**src/rtl/afe_cfg_pkg.sv**
```systemverilog
package afe_cfg_pkg;
   // bit positions inside the mode register
   localparam int CDS_BIT   = 5;
   localparam int POL_BIT   = 4;
   localparam int CMODE_LSB = 0;
   localparam int CMODE_W   = 3;
   // bit position inside the test/power register
   localparam int PD_BIT    = 0;
   // minimum register width that holds all decoded fields
   localparam int MIN_DATA_W = 6;

   function automatic int frame_bits(int aw, int dw);
      return aw + dw;
   endfunction
endpackage

```
**src/rtl/afe_cfg_sync.sv**
```systemverilog
module afe_cfg_sync #(
   parameter int WIDTH  = 4,
   parameter int STAGES = 2
) (
   input  logic             clk,
   input  logic             rst_n,
   input  logic [WIDTH-1:0] d,
   output logic [WIDTH-1:0] q
);
   if (STAGES < 2) begin : g_bad_stages
      $error("afe_cfg_sync: STAGES must be at least 2");
   end

   logic [STAGES-1:0][WIDTH-1:0] stg;

   always_ff @(posedge clk or negedge rst_n) begin
      if (!rst_n) stg <= '0;
      else        stg <= {stg[STAGES-2:0], d};
   end

   assign q = stg[STAGES-1];
endmodule

```
**src/rtl/afe_cfg_edge.sv**
```systemverilog
module afe_cfg_edge #(
   parameter int WIDTH = 2
) (
   input  logic             clk,
   input  logic             rst_n,
   input  logic [WIDTH-1:0] lvl,
   output logic [WIDTH-1:0] rise
);
   logic [WIDTH-1:0] prev;

   always_ff @(posedge clk or negedge rst_n) begin
      if (!rst_n) prev <= '0;
      else        prev <= lvl;
   end

   assign rise = lvl & ~prev;
endmodule

```
**src/rtl/afe_cfg_shift.sv**
```systemverilog
module afe_cfg_shift #(
   parameter int FRAME_W = 9
) (
   input  logic               clk,
   input  logic               rst_n,
   input  logic               shift_en,
   input  logic               bit_in,
   input  logic               clear,
   output logic [FRAME_W-1:0] frame,
   output logic               full
);
   localparam int CNT_W = $clog2(FRAME_W + 1);

   logic [CNT_W-1:0] cnt;

   always_ff @(posedge clk or negedge rst_n) begin
      if (!rst_n) begin
         frame <= '0;
         cnt   <= '0;
      end else if (clear) begin
         cnt   <= '0;
      end else if (shift_en) begin
         frame <= {frame[FRAME_W-2:0], bit_in};
         if (cnt != CNT_W'(FRAME_W)) cnt <= cnt + 1'b1;
      end
   end

   assign full = (cnt == CNT_W'(FRAME_W));
endmodule

```
**src/rtl/afe_cfg_regbank.sv**
```systemverilog
module afe_cfg_regbank #(
   parameter int DATA_W   = 6,
   parameter int ADDR_W   = 3,
   parameter int MODE_IDX = 0
) (
   input  logic                          clk,
   input  logic                          rst_n,
   input  logic                          wr_en,
   input  logic [ADDR_W-1:0]             wr_addr,
   input  logic [DATA_W-1:0]             wr_data,
   output logic [(1<<ADDR_W)*DATA_W-1:0] reg_flat,
   output logic                          mode_restart
);
   localparam int NREG = 1 << ADDR_W;

   for (genvar r = 0; r < NREG; r++) begin : g_reg
      logic [DATA_W-1:0] q;
      always_ff @(posedge clk or negedge rst_n) begin
         if (!rst_n)                                  q <= '0;
         else if (wr_en && wr_addr == ADDR_W'(r))     q <= wr_data;
      end
      assign reg_flat[r*DATA_W +: DATA_W] = q;
   end

   always_ff @(posedge clk or negedge rst_n) begin
      if (!rst_n) mode_restart <= 1'b0;
      else        mode_restart <= wr_en && (wr_addr == ADDR_W'(MODE_IDX));
   end
endmodule

```
**src/rtl/afe_cfg_port.sv**
```systemverilog
module afe_cfg_port #(
   parameter int DATA_W      = 6,
   parameter int ADDR_W      = 3,
   parameter int SYNC_STAGES = 2,
   localparam int NREG       = 1 << ADDR_W,
   localparam int FLAT_W     = NREG * DATA_W
) (
   input  logic              clk,
   input  logic              rst_n,
   input  logic              line_strobe,
   input  logic              ser_clk,
   input  logic              ser_latch,
   input  logic              ser_data,
   output logic              bus_drive_en,
   output logic [FLAT_W-1:0] reg_flat,
   output logic              cds_disable,
   output logic              sig_positive,
   output logic [2:0]        color_mode,
   output logic              power_down,
   output logic              mode_restart
);
   import afe_cfg_pkg::*;

   localparam int FRAME_W  = frame_bits(ADDR_W, DATA_W);
   localparam int MODE_IDX = 0;
   localparam int PD_IDX   = NREG - 1;

   if (DATA_W < MIN_DATA_W) begin : g_bad_width
      $error("afe_cfg_port: DATA_W too small for the decoded fields");
   end
   if (ADDR_W < 1) begin : g_bad_addr
      $error("afe_cfg_port: ADDR_W must be at least 1");
   end

   logic strobe_q, sclk_q, latch_q, data_q;
   logic sclk_rise, latch_rise;
   logic shift_en, latch_evt, full;
   logic [FRAME_W-1:0] frame;
   logic              wr_en;
   logic [ADDR_W-1:0] wr_addr;
   logic [DATA_W-1:0] wr_data;

   afe_cfg_sync #(.WIDTH(4), .STAGES(SYNC_STAGES)) u_sync (
      .clk(clk), .rst_n(rst_n),
      .d({line_strobe, ser_clk, ser_latch, ser_data}),
      .q({strobe_q, sclk_q, latch_q, data_q})
   );

   afe_cfg_edge #(.WIDTH(2)) u_edge (
      .clk(clk), .rst_n(rst_n),
      .lvl({sclk_q, latch_q}),
      .rise({sclk_rise, latch_rise})
   );

   // pin-sharing qualification: serial port only while strobe high
   assign shift_en  = strobe_q & sclk_rise & ~latch_q;
   assign latch_evt = strobe_q & latch_rise;

   afe_cfg_shift #(.FRAME_W(FRAME_W)) u_shift (
      .clk(clk), .rst_n(rst_n),
      .shift_en(shift_en), .bit_in(data_q), .clear(latch_evt),
      .frame(frame), .full(full)
   );

   assign wr_en   = latch_evt & full;
   assign wr_addr = frame[FRAME_W-1 -: ADDR_W];
   assign wr_data = frame[DATA_W-1:0];

   afe_cfg_regbank #(.DATA_W(DATA_W), .ADDR_W(ADDR_W), .MODE_IDX(MODE_IDX)) u_bank (
      .clk(clk), .rst_n(rst_n),
      .wr_en(wr_en), .wr_addr(wr_addr), .wr_data(wr_data),
      .reg_flat(reg_flat), .mode_restart(mode_restart)
   );

   assign bus_drive_en = ~strobe_q;
   assign cds_disable  = reg_flat[MODE_IDX*DATA_W + CDS_BIT];
   assign sig_positive = reg_flat[MODE_IDX*DATA_W + POL_BIT];
   assign color_mode   = reg_flat[MODE_IDX*DATA_W + CMODE_LSB +: CMODE_W];
   assign power_down   = reg_flat[PD_IDX*DATA_W + PD_BIT];
endmodule

```
**config.mk**
```make
export PLATFORM = sky130hd
export DESIGN_NAME = afe_cfg_port
export DESIGN_NICKNAME = d
export VERILOG_FILES = /design/src/rtl/afe_cfg_pkg.sv /design/src/rtl/afe_cfg_sync.sv /design/src/rtl/afe_cfg_edge.sv /design/src/rtl/afe_cfg_shift.sv /design/src/rtl/afe_cfg_regbank.sv /design/src/rtl/afe_cfg_port.sv
export SDC_FILE = /design/constraint.sdc
export NUM_CORES = 1
export LEC_CHECK = 0
export ABC_AREA = 1
export CORE_MARGIN = 2
export CORE_UTILIZATION = 54
export DETAILED_ROUTE_END_ITERATION = 8
export PLACE_DENSITY = 0.9
export SLEW_MARGIN = 20
export SYNTH_ARGS = -nofsm -noshare
export SYNTH_HDL_FRONTEND = slang
export SYNTH_HIERARCHICAL = 1
export SYNTH_SLANG_ARGS = --single-unit
```
**constraint.sdc**
```tcl
create_clock -name clk -period 2.4 [get_ports clk]
set_input_delay 0.48 -clock clk [delete_from_list [all_inputs] [get_ports clk]]
set_output_delay 0.48 -clock clk [all_outputs]
set_load 0.005 [all_outputs]
```
==> After elaboration in Yosys (flattened, before gate mapping) <==
Cells that the tools add are included.
{ "totals": {"romBits": 0, "inputBits": 6, "mem_bits_rw": 0, "regBits": 72, "mem_count": 0, "elab_cells": 49, "latchBits": 0} }
{ "classes": {"n_reduce_logical": 13, "mul": 0, "n_eq_ne": 9, "bitwise_logic": 9, "addsub": 1, "shifts": 0, "div": 0, "muxes": 3, "magnitude_cmp": 0} }
{ "ops": {"columns": ["cell", "count"], "rows": [
  ["3-bit equality test, second input constant", 4],
  ["4-bit two-way mux", 3],
  ["1-bit logical AND", 8],
  ["3-bit by 2-bit equality test with 1-bit output, second input constant", 2],
  ["4-bit by 1-bit adder with 4-bit output, second input constant", 1],
  ["1-bit AND", 4],
  ["4-bit equality test, second input constant", 1],
  ["4-bit inequality test, second input constant", 1],
  ["2-bit AND reduction", 2],
  ["2-bit nonzero test", 2],
  ["3-bit by 1-bit equality test with 1-bit output, second input constant", 1],
  ["3-bit logical NOT", 1],
  ["1-bit NOT", 3],
  ["2-bit AND", 1],
  ["2-bit NOT", 1]
]} }

==> Depth between registers and ports, before layout <==
Gate-level depths: netlist of run 1.
{ "logic_depth": {"ltp_word": 6, "ltp_mapped": 12, "depth_no_buf": 11} }

==> By module <==
The synthesis of run 1 kept the hierarchy.
{ "modules_own_cells": {"columns": ["module", "n_inst", "cells_per_inst", "area_each_um2", "seq_area_each_um2"], "rows": [
  ["afe_cfg_regbank", 1, 230, 1981.9, 1226.2],
  ["afe_cfg_shift", 1, 66, 583.1, 325.3],
  ["afe_cfg_sync", 1, 12, 230.2, 200.2],
  ["afe_cfg_port", 1, 13, 73.8, 0.0],
  ["afe_cfg_edge", 1, 6, 70.1, 50.0]
]} }

==> Least setup slack after synthesis of run 1 <==
OpenSTA, ideal clock, no wires.
{ "synth_path": {"kind": "register to register", "start": "register u_shift.cnt[1]", "end": "register u_bank.g_reg[2].q[0]", "path_buffers": 1, "arrival_time_ps": 1528, "stages_incl_launch_ff": 13, "setup_ps": 117, "slack_ps": 756, "cell_sequence": "dfrtp_1 > inv_1 > ha_1 > nand3b_1 > inv_1 > inv_1 > nor2_2 > inv_1 > nor2_2 > buf_4 > nand2_1 > nand2_1 > nand2_1"} }
{ "synth_between": {"elab_chain_cells": 3} }
{ "synth_rtl": {"columns": ["element", "line", "source"], "rows": [
  ["from (decl)", "afe_cfg_shift.sv:14", "logic [CNT_W-1:0] cnt;"],
  ["from (signal assigned)", "afe_cfg_shift.sv:24", "if (cnt != CNT_W'(FRAME_W)) cnt <= cnt + 1'b1;"],
  ["4-bit equality test", "afe_cfg_shift.sv:28", "assign full = (cnt == CNT_W'(FRAME_W));"],
  ["via full", "afe_cfg_port.sv:37", "logic shift_en, latch_evt, full;"],
  ["1-bit AND", "afe_cfg_port.sv:65", "assign wr_en = latch_evt & full;"],
  ["via wr_en", "afe_cfg_port.sv:39", "logic wr_en;"],
  ["1-bit logical AND", "afe_cfg_regbank.sv:20", "else if (wr_en && wr_addr == ADDR_W'(r)) q <= wr_data;"],
  ["to (signal assigned)", "afe_cfg_regbank.sv:20", null],
  ["to (decl)", "afe_cfg_regbank.sv:17", "logic [DATA_W-1:0] q;"]
]} }
The timed path passes the listed nets, and every way through them passes these cells.
A chain may end at the register's enable or synchronous reset.

==> Worst setup path after layout of run 1 <==
{ "layout_path": {"start": "register u_shift.cnt[1]", "end": "register u_bank.g_reg[0].q[4]"} }
{ "layout_between": {"elab_chain_cells": 3} }
{ "layout_rtl": {"columns": ["element", "line"], "rows": [
  ["4-bit equality test", "afe_cfg_shift.sv:28"],
  ["via full", "afe_cfg_port.sv:37"],
  ["1-bit AND", "afe_cfg_port.sv:65"],
  ["via wr_en", "afe_cfg_port.sv:39"],
  ["1-bit logical AND", "afe_cfg_regbank.sv:20"],
  ["to (signal assigned)", "afe_cfg_regbank.sv:20"],
  ["to (decl)", "afe_cfg_regbank.sv:17"]
]} }
The timed path passes the listed nets, and every way through them passes these cells.

==> results.py, run 1 <==
metrics = {
    "synthesis": {
        "synth-edff-count": 0,
        "postSynthCellCount": 327,
        "synthFlopType": "dfrtp_1",
        "syn_area_per_cell_um2": 8.99,
        "synth_nets": 335,
        "synthTopCellsByCount": "nand2_1 (163), dfrtp_1 (72), nand3_1 (27)",
        "async_reset_ff_share_pct": 100,
        "yosys.area.top_type": "dfrtp_1",
        "synthesis.area_um2": 2940,
        "synth-seq-cells": 72,
        "yosysUniqueCellTypes": 20,
        "yosysTopAreaCellShare_pct": 61.3,
        "synth.most_common_cell": "nand2_1",
        "netlist_top_cells_area": "dfrtp_1 (61%), nand2_1 (21%), nand3_1 (4.6%)",
        "yosysSeqAreaShare_pct": 61.3,
        "yosysWarnings": 6,
    },
    "sta": {
        "setup_viol": 0,
        "final_max_slew_viol_count": 0,
        "maxSlewHeadroom_pct": 59.4,
        "clock.fmax_mhz": 500,
        "setup_tns_ns": 0,
        "post-route-min-period_ns": 2.00,
        "finalClockSkew_ns": 0.00839,
        "final-hold-violation-count": 0,
        "period_share_pct": 83.4,
        "rsz0062_at_grt": "false",
        "worst_pin_slew_ns": 0.610,
    },
    "critical_path": {
        "worst-path-buf-inv": 5,
        "critical-path-top-delay-family": "simple AND/OR/NAND/NOR gates",
        "worstSetupStartpointType": "flop",
        "cp.required_ns": 2.62,
        "crit_path_end_kind": "flop",
        "worstPathMaxFanout": 21,
        "crit_type": "flop to flop",
        "cpPeakStageDelay_ns": 0.42,
        "crit_path_top_delay_cell": "dfrtp_1",
        "path_cells": "inv_1, ha_1, nand3b_1, inv_1, inv_1, nor2_2, inv_1, nor2_2, buf_4, nand2_1, nand2_1, nand2_1",
        "crit_top_cell": "inv_1",
        "arrival_ns": 2.22,
    },
    "flow_run": {
        "max_cap_violations": 0,
    },
    "global_routing": {
        "grt_pass1_vias": 2340,
        "gr-total-overflow": 0,
        "antenna_found_initial": 0,
        "grt_start_max_net_pins": 30,
        "grt_pass1_wl_um": 10700,
        "grt_usage_pct": 22.8,
    },
    "layout": {
        "post_layout_nonfiller_instances": 457,
        "syn2layout_area_growth_pct": 27.9,
        "multiInputGateArea_um2": 936,
        "seq_area_um2": 1800,
        "final_nets": 391,
        "antenna_cells": 0,
        "fillers": 346,
        "drive_gt1_share_pct": 8.27,
    },
    "cts": {
        "clock_latency_ns": 0.34,
        "cts_tree": "yes",
        "clockBufferDepth": 2,
        "cts_resized": 0,
        "cts-root-buf": "clkbuf_8",
        "htree_num_levels": 3,
        "clock-sinks": 72,
        "cts_made_buffers": 9,
        "cts.reportedPaths.clkPinSlew_ns": 0.07,
        "ctsHoldBuffers": 0,
        "cts_setup_buffers": 0,
    },
    "floorplan": {
        "die_w_um": 77.8,
        "coreArea_um2": 5170,
        "pin_count": 62,
        "rows": 26,
        "initial_core_util_pct": 56.8,
        "die_area_um2": 6050,
        "fp.dieH_um": 77.8,
    },
    "route": {
        "avgRoutedWirePerCell_um": 13.7,
        "antenna_left": 0,
        "vias_per_cell": 5.11,
        "drt_iter0_drc": 156,
        "routed_wl_um": 6280,
        "drc": 0,
        "drtPass1Iterations": 4,
        "vias": 2335,
    },
    "pwr": {
        "leakagePower_nw": 1.98,
        "peakVddDrop_uv": 460,
        "power.density_cell_area_nw_per_um2": 649,
        "p_total_mw": 2.44,
    },
    "outcome": {
        "status": "finished, final reports clean",
    },
    "placed_design": {
        "dpl.hpwl_um": 4360,
        "io_buffers": 61,
        "dp.cells": 442,
        "place.gp.congestion": 0.798,
    },
    "hold_path": {
        "min-delay-path-class": "primary input to async pin",
    },
}
[layer usage]
| layer | track usage (%) | share of wire (%) | vias up |
|---|---|---|---|
| met3 | 6.16 | 7.2 | 14 |
| li1 | - | - | 1110 |
| met2 | 37.9 | 50 | 94 |
| met5 | 0 | 0 | - |
| met4 | 11.8 | 1.7 | 0 |
| met1 | 27.2 | 41 | 1117 |
[path summary, 6_finish.rpt]
kind | cells past startpoint | end | slack [ns] | start
hold / removal | 1 | u_shift/cnt[3]$_DFFE_PN0P_ | 0.15 | rst_n
setup reg to reg | 12 | u_bank/g_reg[0].q[4]$_DFFE_PN0P_ | 0.40 | u_shift/cnt[1]$_DFFE_PN0P_
max in group asynchronous | 2 | u_sync/q[3]$_DFF_PN0_ | 1.58 | rst_n
setup / recovery | 12 | u_bank/g_reg[0].q[4]$_DFFE_PN0P_ | 0.40 | u_shift/cnt[1]$_DFFE_PN0P_
min in group clk | 0 | u_sync/q[1]$_DFF_PN0_ | 0.35 | u_sync/stg[1]$_DFF_PN0_
hold reg to reg | 0 | u_sync/q[1]$_DFF_PN0_ | 0.35 | u_sync/stg[1]$_DFF_PN0_
[cell type report]
cell class,instances,share of cell area [%]
clock buffer,10,3.66
clock inverter,5,2.16
inverter,18,1.80
multi-input combinational,217,24.9
sequential,72,47.9
tap,70,2.33
timing repair buffer,65,17.2
[logic make-up after synthesis]
| family | after synthesis | synth area share [%] |
|---|---|---|
| AO/OA/AOI/OAI | 3 | 0.554 |
| adder cells (fa/ha/maj) | 2 | 0.851 |
| buffers and inverters | 38 | 6.85 |
| flip-flops | 72 | 61.3 |
| AND/OR/NAND/NOR | 212 | 30.4 |
[worst reg2reg max path, stage by stage, from the launching register on]
cell and delay [ns]:
dfrtp_1 0.42, inv_1 0.07, ha_1 0.16, nand3b_1 0.16
inv_1 0.09, inv_1 0.05, nor2_2 0.14, inv_1 0.06
nor2_2 0.09, buf_4 0.24, nand2_1 0.22, nand2_1 0.14
nand2_1 0.06
[power by group]
group / switching, mW / leakage (nW) / internal (mW)
clock: 0.429 / 0.108 / 0.607
sequential: 0.0760 / 0.978 / 1.24
combinational: 0.0519 / 0.888 / 0.0319
total: 0.556 / 1.98 / 1.88
[through the flow]
step | area, um^2 | worst slack [ns] | hold slack (ns) | util [%]
5_1_grt | 3760 | 0.242 | 0.180 | 72.7
3_3_place_gp | 3540 | 0.625 | 0.332 | 68.5
2_1_floorplan | 2940 | 0.756 | 0.184 | -
3_5_place_dp | 3540 | 0.453 | 0.335 | 68.5
6_report | 3760 | 0.399 | 0.149 | 72.7
4_1_cts | 3760 | 0.422 | 0.157 | 72.7
[flip-flops by register name, summed over array words and instances (netlist names)]
name / count
u_bank/g.q: 48
u_bank/mode_restart: 1
u_edge/prev: 2
u_shift/cnt: 4
u_shift/frame: 9
u_sync/q: 4
u_sync/stg: 4
[placed cells by master, fill, tap and decap left out, drive strengths merged, types with 2 or more instances in the layout]
cell type / count
nand2: 166
dfrtp: 72
clkdlybuf4s50: 60
nand3: 27
inv: 18
nor2: 15
clkbuf: 10
buf: 5
nand3b: 3
bufinv: 2
o21ai: 2
ha: 2
clkinv: 2
Note: power is estimated with default switching activity, not from simulation.
==> inputs of run 2 (changes only) <==
--- a/config.mk
+++ b/config.mk
@@ -7,9 +7,9 @@
 export LEC_CHECK = 0
 export ABC_AREA = 1
 export CORE_MARGIN = 2
-export CORE_UTILIZATION = 54
+export CORE_UTILIZATION = 50
 export DETAILED_ROUTE_END_ITERATION = 8
-export PLACE_DENSITY = 0.9
+export PLACE_DENSITY = 0.85
 export SLEW_MARGIN = 20
 export SYNTH_ARGS = -nofsm -noshare
 export SYNTH_HDL_FRONTEND = slang
==> constraint.sdc (replaced) <==
create_clock -name clk -period 1.9 [get_ports clk]
set_input_delay 0.38 -clock clk [delete_from_list [all_inputs] [get_ports clk]]
set_output_delay 0.38 -clock clk [all_outputs]
set_load 0.005 [all_outputs]
==> run 2 against run 1 <==
Net effect: critical path depth unchanged; register-to-register slack worse by 0.28 ns; largest cell class unchanged; final area up 2.0%; utilization down 4.3 points; clock skew down 0.00089 ns; maximum frequency up 12%.
==> results.py, run 2 (synthesized netlist as in run 1, its figures left out) <==
metrics = {
    "cts": {
        "clock-sinks": 72,
        "cts_made_buffers": 9,
        "cts.reportedPaths.clkPinSlew_ns": 0.07,
        "cts-root-buf": "clkbuf_8",
        "clockBufferDepth": 2,
        "clock_latency_ns": 0.34,
        "cts_tree": "yes",
        "htree_num_levels": 3,
        "ctsHoldBuffers": 0,
    },
    "pwr": {
        "p_sw_share_pct": 25.5,
        "seq_power_share_pct": 59.1,
        "p_sw_mw": 0.723,
        "p_comb_share_pct": 3.8,
        "peakVddDrop_uv": 578,
        "internal-power_mw": 2.11,
        "leakagePower_nw": 2.00,
        "power.density_cell_area_nw_per_um2": 739,
        "pwr-share-clk_pct": 37.1,
    },
    "critical_path": {
        "cp.required_ns": 2.18,
        "crit_type": "flop to flop",
        "worstSetupStartpointType": "flop",
        "crit_top_cell": "inv_1",
        "worstPathMaxFanout": 11,
        "critical-path-top-delay-family": "simple AND/OR/NAND/NOR gates",
        "cpPeakStageDelay_ns": 0.41,
        "path_cells": "inv_1, ha_1, nand3b_1, inv_1, inv_1, nor2_4, inv_2, nor2_4, buf_4, clkbuf_16, nand3_1, nand2_1",
        "crit_path_end_kind": "flop",
        "worst-path-buf-inv": 6,
        "arrival_ns": 2.07,
        "crit_path_top_delay_cell": "dfrtp_1",
    },
    "route": {
        "routed_wl_um": 6520,
        "vias": 2382,
        "drt_iter0_drc": 244,
        "antenna_left": 0,
        "vias_per_cell": 5.13,
        "avgRoutedWirePerCell_um": 14.0,
        "drc": 0,
        "drtPass1Iterations": 5,
    },
    "layout": {
        "final_common_cell": "nand2_1",
        "syn2layout_area_growth_pct": 30.5,
        "top_register": "u_bank/g.q",
        "largest_reg_flops": 48,
        "final_cell_mix": "nand2_1 (156), dfrtp_1 (72), clkdlybuf4s50_1 (60)",
        "post_layout_nonfiller_instances": 464,
        "drive_gt1_share_pct": 12.0,
        "multiInputGateArea_um2": 968,
        "seq_area_um2": 1800,
        "antenna_cells": 0,
        "top_regs": "u_bank/g.q (48), u_shift/frame (9)",
        "fillers": 441,
        "final_nets": 396,
    },
    "floorplan": {
        "fp.dieH_um": 80.7,
        "initial_core_util_pct": 52.4,
        "die_w_um": 80.7,
        "die_area_um2": 6510,
        "pin_count": 62,
        "coreArea_um2": 5610,
        "rows": 27,
    },
    "sta": {
        "hold_slack_ns": 0.0463,
        "clock.fmax_mhz": 560,
        "setup_viol": 0,
        "final-hold-violation-count": 0,
        "worst_pin_slew_ns": 0.536,
        "final_max_slew_viol_count": 0,
        "period_share_pct": 94.0,
        "finalClockSkew_ns": 0.00750,
        "maxSlewHeadroom_pct": 64.1,
        "post-route-min-period_ns": 1.79,
    },
    "global_routing": {
        "grt_pass1_wl_um": 9850,
        "met1_usage_pct": 26.8,
        "antenna_found_initial": 0,
        "grt_pass1_vias": 2144,
        "gr-total-overflow": 0,
        "top_usage_layer": "met2",
        "grt_usage_pct": 20.4,
        "grt_start_max_net_pins": 73,
        "grt_use_met3_pct": 3.37,
        "gr-usage-met2_pct": 32.3,
    },
    "placed_design": {
        "place.gp.congestion": 0.766,
        "dpl.hpwl_um": 4050,
        "dp.cells": 443,
        "io_buffers": 61,
    },
    "flow_run": {
        "max_cap_violations": 0,
    },
    "outcome": {
        "status": "finished, final reports clean",
    },
    "hold_path": {
        "min-delay-path-class": "primary input to async pin",
    },
}
-- run 2: layer usage --
metal  part of all wire, %  up-vias
li1                      -     1120
met1                    43     1124
met2                    48      119
met3                   5.9       19
met4                   2.5        0
met5                     0        -
-- run 2: power groups by stage --
stage | logic (mW) | clock network, mW | registers, mW
floorplan | 0.106 | 0 | 1.62
global placement | 0.0991 | 0 | 1.70
detailed placement | 0.105 | 0 | 1.70
CTS | 0.105 | 1.07 | 1.67
global route | 0.124 | 1.14 | 1.68
finish | 0.108 | 1.05 | 1.67
-- run 2: cell type report --
class	count	area share, %
inverters	18	1.83
clock buffers	10	3.59
repair buffers	70	19.1
flip-flops and latches	72	47.0
well taps	72	2.35
clock inverters	5	0.881
multi-input cells	217	25.3
-- run 2: worst paths after layout --
check	from	end	slack, ns	cells after the start
max	u_shift/cnt[1]$_DFFE_PN0P_	u_bank/g_reg[1].q[0]$_DFFE_PN0P_	0.11	12
min in group clk	u_sync/stg[2]$_DFF_PN0_	u_sync/q[2]$_DFF_PN0_	0.35	0
min reg2reg	u_sync/stg[2]$_DFF_PN0_	u_sync/q[2]$_DFF_PN0_	0.35	0
max in group asynchronous	rst_n	u_shift/cnt[3]$_DFFE_PN0P_	1.56	2
min	rst_n	u_sync/stg[2]$_DFF_PN0_	0.05	2
max reg2reg	u_shift/cnt[1]$_DFFE_PN0P_	u_bank/g_reg[1].q[0]$_DFFE_PN0P_	0.11	12
-- run 2: worst register-to-register path, stage by stage (launching register included) --
cell	delay [ns]
dfrtp_1	0.41
inv_1	0.08
ha_1	0.16
nand3b_1	0.14
inv_1	0.08
inv_1	0.07
nor2_4	0.13
inv_2	0.06
nor2_4	0.15
buf_4	0.14
clkbuf_16	0.14
nand3_1	0.07
nand2_1	0.09
-- run 2: repair_timing --
item,4_1_cts,5_1_grt
setup endpoints to repair,0,49
gates resized for setup,0,13
buffers inserted,0,4
endpoints found under the hold margin,0,0
-- run 2: stage by stage --
stage | setup TNS [ns] | worst slack (ns) | total power [mW] | instance area, um^2 | utilization [%]
after floorplan | 0 | 0.256 | 1.73 | 2940 | -
after global placement | 0 | 0.139 | 1.79 | 3550 | 63.3
after detailed placement | 0 | 0.0426 | 1.80 | 3550 | 63.3
after CTS | 0 | 0.0337 | 2.84 | 3720 | 66.3
after global routing | -0.175 | -0.0251 | 2.94 | 3830 | 68.4
final | 0 | 0.114 | 2.83 | 3830 | 68.4
